==> src/rtl/mhf_pkg.sv <==
package mhf_pkg;
  localparam int unsigned CRC_W  = 32;
  localparam int unsigned BYTE_W = 8;
  localparam logic [CRC_W-1:0] CRC_POLY = 32'h04C1_1DB7;
  localparam logic [CRC_W-1:0] CRC_SEED = 32'hFFFF_FFFF;

  typedef logic [CRC_W-1:0]  crc_t;
  typedef logic [BYTE_W-1:0] byte_t;
endpackage

==> src/rtl/mhf_rst_sync.sv <==
module mhf_rst_sync (
  input  logic clk,
  input  logic rst_n,
  output logic rst_n_sync
);
  logic [1:0] sync_q;

  always_ff @(posedge clk or negedge rst_n) begin
    if (!rst_n) sync_q <= 2'b00;
    else        sync_q <= {sync_q[0], 1'b1};
  end

  assign rst_n_sync = sync_q[1];
endmodule

==> src/rtl/mhf_crc_byte.sv <==
// One byte of CRC-32, least significant data bit first, unrolled per bit.
module mhf_crc_byte
  import mhf_pkg::*;
(
  input  crc_t  crc_in,
  input  byte_t din,
  output crc_t  crc_out
);
  crc_t stage [0:BYTE_W];

  assign stage[0] = crc_in;

  for (genvar b = 0; b < BYTE_W; b++) begin : g_bit
    logic fb;
    assign fb           = stage[b][CRC_W-1] ^ din[b];
    assign stage[b+1]   = {stage[b][CRC_W-2:0], 1'b0} ^ (fb ? CRC_POLY : '0);
  end

  assign crc_out = stage[BYTE_W];
endmodule

==> src/rtl/mhf_da_track.sv <==
// Counts destination bytes, accumulates the CRC and raises fire on the last one.
module mhf_da_track
  import mhf_pkg::*;
#(
  parameter int DA_BYTES  = 6,
  parameter int HASH_BITS = 6
) (
  input  logic                 clk,
  input  logic                 rst_n,
  input  logic                 rx_valid,
  input  logic                 rx_first,
  input  byte_t                rx_data,
  output logic                 fire,
  output logic [HASH_BITS-1:0] hash,
  output logic                 is_group
);
  localparam int CNT_W = $clog2(DA_BYTES + 1);
  localparam logic [CNT_W-1:0] CNT_LAST = CNT_W'(DA_BYTES);

  logic [CNT_W-1:0] cnt_q, cnt_n;
  crc_t             crc_q, crc_n, crc_base, crc_step;
  logic             grp_q, grp_n;
  logic             take;

  assign crc_base = rx_first ? CRC_SEED : crc_q;

  mhf_crc_byte u_crc (
    .crc_in  (crc_base),
    .din     (rx_data),
    .crc_out (crc_step)
  );

  // Next-state logic.
  always_comb begin
    take  = rx_valid & (rx_first | ((cnt_q != '0) & (cnt_q != CNT_LAST)));
    cnt_n = cnt_q;
    crc_n = crc_q;
    grp_n = grp_q;
    if (take) begin
      crc_n = crc_step;
      if (rx_first) begin
        cnt_n = CNT_W'(1);
        grp_n = rx_data[0];
      end else begin
        cnt_n = cnt_q + 1'b1;
      end
    end
  end

  // State registers, clock-enabled by take.
  always_ff @(posedge clk or negedge rst_n) begin
    if (!rst_n) begin
      cnt_q <= '0;
      crc_q <= CRC_SEED;
      grp_q <= 1'b0;
    end else if (take) begin
      cnt_q <= cnt_n;
      crc_q <= crc_n;
      grp_q <= grp_n;
    end
  end

  assign fire     = take & (cnt_n == CNT_LAST);
  assign hash     = crc_step[CRC_W-1 -: HASH_BITS];
  assign is_group = rx_first ? rx_data[0] : grp_q;

  a_r8_cnt_bound: assert property (@(posedge clk) disable iff (!rst_n)
    cnt_q <= CNT_LAST);
  a_r7_restart: assert property (@(posedge clk) disable iff (!rst_n)
    (rx_valid && rx_first) |=> (cnt_q == CNT_W'(1)));
  a_r8_gap_hold: assert property (@(posedge clk) disable iff (!rst_n)
    !rx_valid |=> ($stable(crc_q) && $stable(cnt_q)));
  a_r8_tail_ignored: assert property (@(posedge clk) disable iff (!rst_n)
    (rx_valid && !rx_first && cnt_q == CNT_LAST) |-> !fire);
endmodule

==> src/rtl/mhf_table.sv <==
// Hash table held as NUM_REGS words that software can write and read back.
module mhf_table #(
  parameter int NUM_REGS = 2,
  parameter int REG_W    = 32,
  parameter int SEL_W    = 1
) (
  input  logic                      clk,
  input  logic                      rst_n,
  input  logic                      wr_en,
  input  logic [SEL_W-1:0]          wr_sel,
  input  logic [REG_W-1:0]          wr_data,
  input  logic [SEL_W-1:0]          rd_sel,
  output logic [REG_W-1:0]          rd_data,
  output logic [NUM_REGS*REG_W-1:0] bits
);
  for (genvar r = 0; r < NUM_REGS; r++) begin : g_word
    logic [REG_W-1:0] word_q;
    logic             hit;

    assign hit = wr_en & (wr_sel == SEL_W'(r));

    always_ff @(posedge clk or negedge rst_n) begin
      if (!rst_n)   word_q <= '0;
      else if (hit) word_q <= wr_data;
    end

    assign bits[r*REG_W +: REG_W] = word_q;

    a_r2_word_load: assert property (@(posedge clk) disable iff (!rst_n)
      (wr_en && wr_sel == SEL_W'(r)) |=> (bits[r*REG_W +: REG_W] == $past(wr_data)));
    a_r2_word_keep: assert property (@(posedge clk) disable iff (!rst_n)
      !(wr_en && wr_sel == SEL_W'(r)) |=> $stable(bits[r*REG_W +: REG_W]));
  end

  assign rd_data = bits[rd_sel*REG_W +: REG_W];
endmodule

==> src/rtl/mhf_decide.sv <==
// Looks up the table bit and registers the one-cycle decision.
module mhf_decide #(
  parameter int HASH_BITS = 6
) (
  input  logic                        clk,
  input  logic                        rst_n,
  input  logic                        fire,
  input  logic [HASH_BITS-1:0]        hash,
  input  logic                        is_group,
  input  logic [(1<<HASH_BITS)-1:0]   tbl_bits,
  output logic                        dec_valid,
  output logic                        dec_accept,
  output logic                        dec_is_group
);
  logic valid_n, accept_n, group_n;

  always_comb begin
    valid_n  = fire;
    group_n  = fire & is_group;
    accept_n = fire & is_group & tbl_bits[hash];
  end

  always_ff @(posedge clk or negedge rst_n) begin
    if (!rst_n) begin
      dec_valid    <= 1'b0;
      dec_accept   <= 1'b0;
      dec_is_group <= 1'b0;
    end else begin
      dec_valid    <= valid_n;
      dec_accept   <= accept_n;
      dec_is_group <= group_n;
    end
  end

  a_r10_accept_qualified: assert property (@(posedge clk) disable iff (!rst_n)
    dec_accept |-> (dec_valid && dec_is_group));
  a_r5_single_pulse: assert property (@(posedge clk) disable iff (!rst_n)
    dec_valid |=> !dec_valid);
  a_r5_one_cycle_late: assert property (@(posedge clk) disable iff (!rst_n)
    fire |=> dec_valid);
  a_r6_unicast_rejected: assert property (@(posedge clk) disable iff (!rst_n)
    (fire && !is_group) |=> (dec_valid && !dec_accept && !dec_is_group));
  a_r9_old_table_used: assert property (@(posedge clk) disable iff (!rst_n)
    (fire && is_group) |=> (dec_accept == $past(tbl_bits[hash])));
endmodule

==> src/rtl/mcast_hash_filter.sv <==
module mcast_hash_filter #(
  parameter  int DA_BYTES  = 6,
  parameter  int HASH_BITS = 6,
  parameter  int REG_W     = 32,
  localparam int TBL_BITS  = 1 << HASH_BITS,
  localparam int NUM_REGS  = TBL_BITS / REG_W,
  localparam int SEL_W     = (NUM_REGS > 1) ? $clog2(NUM_REGS) : 1
) (
  input  logic             clk,
  input  logic             rst_n,
  input  logic             cfg_wr_en,
  input  logic [SEL_W-1:0] cfg_wr_sel,
  input  logic [REG_W-1:0] cfg_wr_data,
  input  logic [SEL_W-1:0] cfg_rd_sel,
  output logic [REG_W-1:0] cfg_rd_data,
  input  logic             rx_valid,
  input  logic             rx_first,
  input  logic [7:0]       rx_data,
  output logic             dec_valid,
  output logic             dec_accept,
  output logic             dec_is_group
);
  logic                 rst_n_sync;
  logic                 fire;
  logic [HASH_BITS-1:0] hash;
  logic                 is_group;
  logic [TBL_BITS-1:0]  tbl_bits;

  mhf_rst_sync u_rst (
    .clk        (clk),
    .rst_n      (rst_n),
    .rst_n_sync (rst_n_sync)
  );

  mhf_da_track #(
    .DA_BYTES  (DA_BYTES),
    .HASH_BITS (HASH_BITS)
  ) u_track (
    .clk      (clk),
    .rst_n    (rst_n_sync),
    .rx_valid (rx_valid),
    .rx_first (rx_first),
    .rx_data  (rx_data),
    .fire     (fire),
    .hash     (hash),
    .is_group (is_group)
  );

  mhf_table #(
    .NUM_REGS (NUM_REGS),
    .REG_W    (REG_W),
    .SEL_W    (SEL_W)
  ) u_table (
    .clk     (clk),
    .rst_n   (rst_n_sync),
    .wr_en   (cfg_wr_en),
    .wr_sel  (cfg_wr_sel),
    .wr_data (cfg_wr_data),
    .rd_sel  (cfg_rd_sel),
    .rd_data (cfg_rd_data),
    .bits    (tbl_bits)
  );

  mhf_decide #(
    .HASH_BITS (HASH_BITS)
  ) u_decide (
    .clk          (clk),
    .rst_n        (rst_n_sync),
    .fire         (fire),
    .hash         (hash),
    .is_group     (is_group),
    .tbl_bits     (tbl_bits),
    .dec_valid    (dec_valid),
    .dec_accept   (dec_accept),
    .dec_is_group (dec_is_group)
  );
endmodule

==> config.mk <==
export PLATFORM = sky130hd
export DESIGN_NAME = mcast_hash_filter
export DESIGN_NICKNAME = d
export VERILOG_FILES = /design/src/rtl/mhf_pkg.sv /design/src/rtl/mhf_rst_sync.sv /design/src/rtl/mhf_crc_byte.sv /design/src/rtl/mhf_da_track.sv /design/src/rtl/mhf_table.sv /design/src/rtl/mhf_decide.sv /design/src/rtl/mcast_hash_filter.sv
export SDC_FILE = /design/constraint.sdc
export NUM_CORES = 1
export LEC_CHECK = 0
export BUFFER_PORTS_ARGS = -buffer_cell sky130_fd_sc_hd__buf_2
export CAP_MARGIN = 0
export CORE_MARGIN = 2
export CORE_UTILIZATION = 50
export CTS_BUF_LIST = sky130_fd_sc_hd__clkbuf_4
export CTS_CLUSTER_DIAMETER = 30
export DETAILED_ROUTE_END_ITERATION = 8
export PLACE_DENSITY_LB_ADDON = 0.2
export SETUP_SLACK_MARGIN = 0.5
export SYNTH_ARGS = -nofsm -noshare
export SYNTH_HDL_FRONTEND = slang
export SYNTH_SLANG_ARGS = --single-unit
==> constraint.sdc <==
create_clock -name clk -period 3.35 [get_ports clk]
set_input_delay 0.335 -clock clk [delete_from_list [all_inputs] [get_ports clk]]
set_output_delay 0.335 -clock clk [all_outputs]
set_load 0.02 [all_outputs]
==> run_results.csv <==
group,metric,value,unit
final_layout,drive_above_1_share,45.5,%
sta,layout_worst_path_cycle_share,87.0,%
route,detail_route.iter0.violations,341,
floorplan,design.portCount,82,
global_routing,grt_first_pass_wirelength,23500,um
route,dr_total_vias,4468,
route,route.antenna.remaining_nets,0,
floorplan,placeableCoreArea,12000,sq um
floorplan,die_area,13100,sq um
floorplan,floorplan.rows,40,
pwr,total_leakage_power,3.00,nW
synthesis,synth_largest_type_area_fraction,30.0,%
global_routing,global_route.usage.met2,36.6,%
global_routing,grt_use_met3,5.45,%
cts,cts_htree_levels,3,
final_layout,finalNonFillerCells,797,
cts,clkTransAtPathRegs,170,ps
synthesis,synthDistinctLibCells,48,
placed_design,hpwl,10000,um
synthesis,postSynthAreaPerCell,11.1,sq um
sta,timing.final.crit_period,2910,ps
sta,fmax,343,MHz
global_routing,first_global_vias,4507,
final_layout,fin_nets,694,
hold_path,worst_hold_path_type,"input port to flop",
cts,tritoncts_num_sinks,105,
final_layout,syn_to_final_growth,16.2,%
sta,setup_repair_after_global_routing_missed_its_margin,"true",
critical_path,path_max_fanout,5,
global_routing,grt_busiest_layer,"met2",
global_routing,grt_use_met1,32.0,%
global_routing,grt.total_usage,23.2,%
synthesis,yosys_warnings,0,
placed_design,place.port_buffers,81,
sta,maxSlewHeadroom,47.4,%
sta,worst_pin_slew,789,ps
synthesis,asyncSetResetFlopFracSynth,100,%
job,max_cap_violations,0,
sta,setup_total_negative_slack,0,ps
route,drcViolationCount,0,
synthesis,synth-main-ff-cell,"sky130_fd_sc_hd__dfrtp_1",
sta,final.setup_skew,25.0,ps
synthesis,ys_top_cells_by_count,"sky130_fd_sc_hd__mux2_2, sky130_fd_sc_hd__dfrtp_1, sky130_fd_sc_hd__xnor2_1, sky130_fd_sc_hd__nand2_1, sky130_fd_sc_hd__o21ai_0",
synthesis,synth.yosys.seq_area_share,43.8,%
placed_design,gp_congestion,0.843,
sta,hold_viol_final,0,
critical_path,worst_ep_arrival_time,3370,ps
cts,clk-insertion-delay-late,500,ps
run_status,outcome,"complete, no violations",
route,avgViaCountPerCell,5.61,
synthesis,postSynthNetCount,599,
cts,clock_tree.buffer_depth,2,
critical_path,setup.worst_path.start_class,"flop",
hold_path,hold_path_depth,3,
floorplan,initial_core_util,51.0,%
placed_design,place_inst,757,
critical_path,r2r_slack,440,ps
route,firstDrtPassIters,4,
pwr,power_density,986,nW/um^2
floorplan,floorplan.die.height,114,um
synthesis,yosys-top-cells-area,"sky130_fd_sc_hd__dfrtp_1, sky130_fd_sc_hd__mux2_2, sky130_fd_sc_hd__dfstp_2",
pwr,vdd_drop_max,0.410,mV
synthesis,post_synth_inst_count,549,
pwr,total_power,6.99,mW
sta,finalSetupViolations,0,
route,wl,14500,um
final_layout,fillCellCount,997,
final_layout,final_core_utilization,59.2,%
global_routing,initial_antenna_violation_count,1,
critical_path,critical_register_to_register_path_startpoint,"u_track.crc_q[19]$_DFFE_PN1N_",
floorplan,die_w,114,um
synthesis,synthesis.area,6090,sq um
synthesis,synth_enable_flop_cells,0,
critical_path,nature_of_the_critical_path_endpoint,"flop",
synthesis,yosys.cell_count.top_type,"sky130_fd_sc_hd__mux2_2",
sta,worst_hold_slack,42.5,ps
critical_path,criticalPathCategory,"flop to flop",
critical_path,worstPathRequired,3810,ps
synthesis,postSynthRegisterBits,105,
sta,slew_violations,0,
cts,cts_inserted_buffers,9,
critical_path,critical_path.startpoint,"u_track.crc_q[19]$_DFFE_PN1N_",
critical_path,reg2regPathDepth,9,
hold_path,min_from,"cfg_wr_data[11]",
cts,ctsRootBufferMaster,"sky130_fd_sc_hd__clkbuf_4",
cts,cts_tree,"done",
global_routing,grt_remaining_overflow,0,
route,route.detailed.wl_per_inst,18.2,um
global_routing,grt_max_degree,67,
synthesis,netlist.top_cell.by_area,"sky130_fd_sc_hd__dfrtp_1",
## worst max-delay path, cell delays in order (launching register included)
cell	delay, ps
sky130_fd_sc_hd__dfstp_2	570
sky130_fd_sc_hd__xor3_2	490
sky130_fd_sc_hd__or3_4	390
sky130_fd_sc_hd__o211ai_1	260
sky130_fd_sc_hd__and3_2	290
sky130_fd_sc_hd__a2111oi_2	50
sky130_fd_sc_hd__or4_1	530
sky130_fd_sc_hd__o22ai_1	140
sky130_fd_sc_hd__o31ai_1	80
sky130_fd_sc_hd__nand3_1	80
## report_power, final
group | total, mW | internal (mW) | switching, mW
registers | 2.06 | 1.75 | 0.306
clock network | 0.679 | 0.244 | 0.434
logic | 4.25 | 2.07 | 2.19
## placed cells by master (no fill, tap or decap), types with 3 or more instances in the layout
| cell type | netlist | routed |
|---|---|---|
| sky130_fd_sc_hd__mux2i_1 | 11 | 10 |
| sky130_fd_sc_hd__xnor2_2 | 3 | 4 |
| sky130_fd_sc_hd__nor3_1 | 6 | 5 |
| sky130_fd_sc_hd__nor2_1 | 36 | 36 |
| sky130_fd_sc_hd__dfrtp_1 | 73 | 72 |
| sky130_fd_sc_hd__nand2_1 | 56 | 56 |
| sky130_fd_sc_hd__a21oi_1 | 4 | 4 |
| sky130_fd_sc_hd__and3_2 | 7 | 7 |
| sky130_fd_sc_hd__buf_4 | 1 | 26 |
| sky130_fd_sc_hd__mux2_2 | 99 | 99 |
| sky130_fd_sc_hd__mux4_2 | 3 | 4 |
| sky130_fd_sc_hd__xor2_1 | 21 | 20 |
| sky130_fd_sc_hd__o21ai_0 | 39 | 35 |
| sky130_fd_sc_hd__a2111oi_0 | 10 | 4 |
| sky130_fd_sc_hd__ha_1 | 3 | 3 |
| sky130_fd_sc_hd__dfstp_2 | 32 | 32 |
| sky130_fd_sc_hd__nand3_1 | 6 | 6 |
| sky130_fd_sc_hd__nand4_1 | 5 | 5 |
| sky130_fd_sc_hd__buf_2 | 2 | 82 |
| sky130_fd_sc_hd__inv_1 | 6 | 6 |
| sky130_fd_sc_hd__clkbuf_4 | 1 | 11 |
| sky130_fd_sc_hd__xnor2_1 | 67 | 65 |
| sky130_fd_sc_hd__a2111oi_2 | 0 | 4 |
## final cells by class
| class | count | area, sq um | area share, % |
|---|---|---|---|
| Tap cell | 147 | 184 | 2.60 |
| Antenna cell | 1 | 2.50 | 0.0353 |
| Inverter | 6 | 22.5 | 0.318 |
| Multi-Input combinational cell | 409 | 3370 | 47.6 |
| Clock buffer | 11 | 82.6 | 1.17 |
| Clock inverter | 5 | 55.1 | 0.777 |
| Timing Repair Buffer | 113 | 692 | 9.77 |
| Sequential cell | 105 | 2670 | 37.7 |
## metal layers
layer / up-vias / wire (um)
met5: - / 0
met4: 0 / 201
met3: 23 / 629
met2: 111 / 7130
met1: 2234 / 6560
li1: 2100 / -
## state kept, by name, indices dropped and copies added, names as in the netlist
register               flops
u_rst.sync_q               2
u_decide.dec_accept        1
u_track.grp_q              1
u_track.crc_q             32
u_track.cnt_q              3
u_decide.dec_is_group      1
u_decide.dec_valid         1
u_table.g_word.word_q     64
## kinds of logic (layout without fill, tap and decap cells)
family / after synthesis / count (layout) / share of synthesized area, %
and+or+nand+nor: 128 / 130 / 9.46
xor gates and xnor gates: 93 / 93 / 14.1
adders and majority gates: 3 / 3 / 0.616
DFF: 105 / 105 / 43.8
muxes: 115 / 115 / 21.8
other: 1 / 2 / 0.0615
buffers and inverters: 39 / 135 / 3.31
AOI/OAI and AO/OA: 65 / 67 / 6.86
## timing repair
| item | in CTS | in global routing |
|---|---|---|
| resized for setup | 3 | 29 |
| hold buffers | 1 | 0 |
| cloned | 3 | 3 |
| setup endpoints to repair | 1 | 3 |
| buffers inserted | 4 | 12 |
| pin swaps | 4 | 5 |
| hold endpoints to repair | 2 | 0 |
## stage by stage
step	worst slack [ps]	area [sq um]
floorplan	596	6100
detailed placement	325	6630
CTS	430	6850
global route	351	7080
global placement	409	6630
finish	437	7080
## worst paths after layout
kind | endpoint
worst max register to register | u_decide.dec_accept$_DFF_PN0_
worst min register to register | u_rst.sync_q[1]$_DFF_PN0_
worst min-delay path | u_table.g_word[0].word_q[11]$_DFFE_PN0P_
worst max-delay path | u_decide.dec_accept$_DFF_PN0_
max in group asynchronous | u_track.crc_q[23]$_DFFE_PN1N_
min in group asynchronous | u_rst.sync_q[1]$_DFF_PN0_
(Power assumes the default switching activity.)
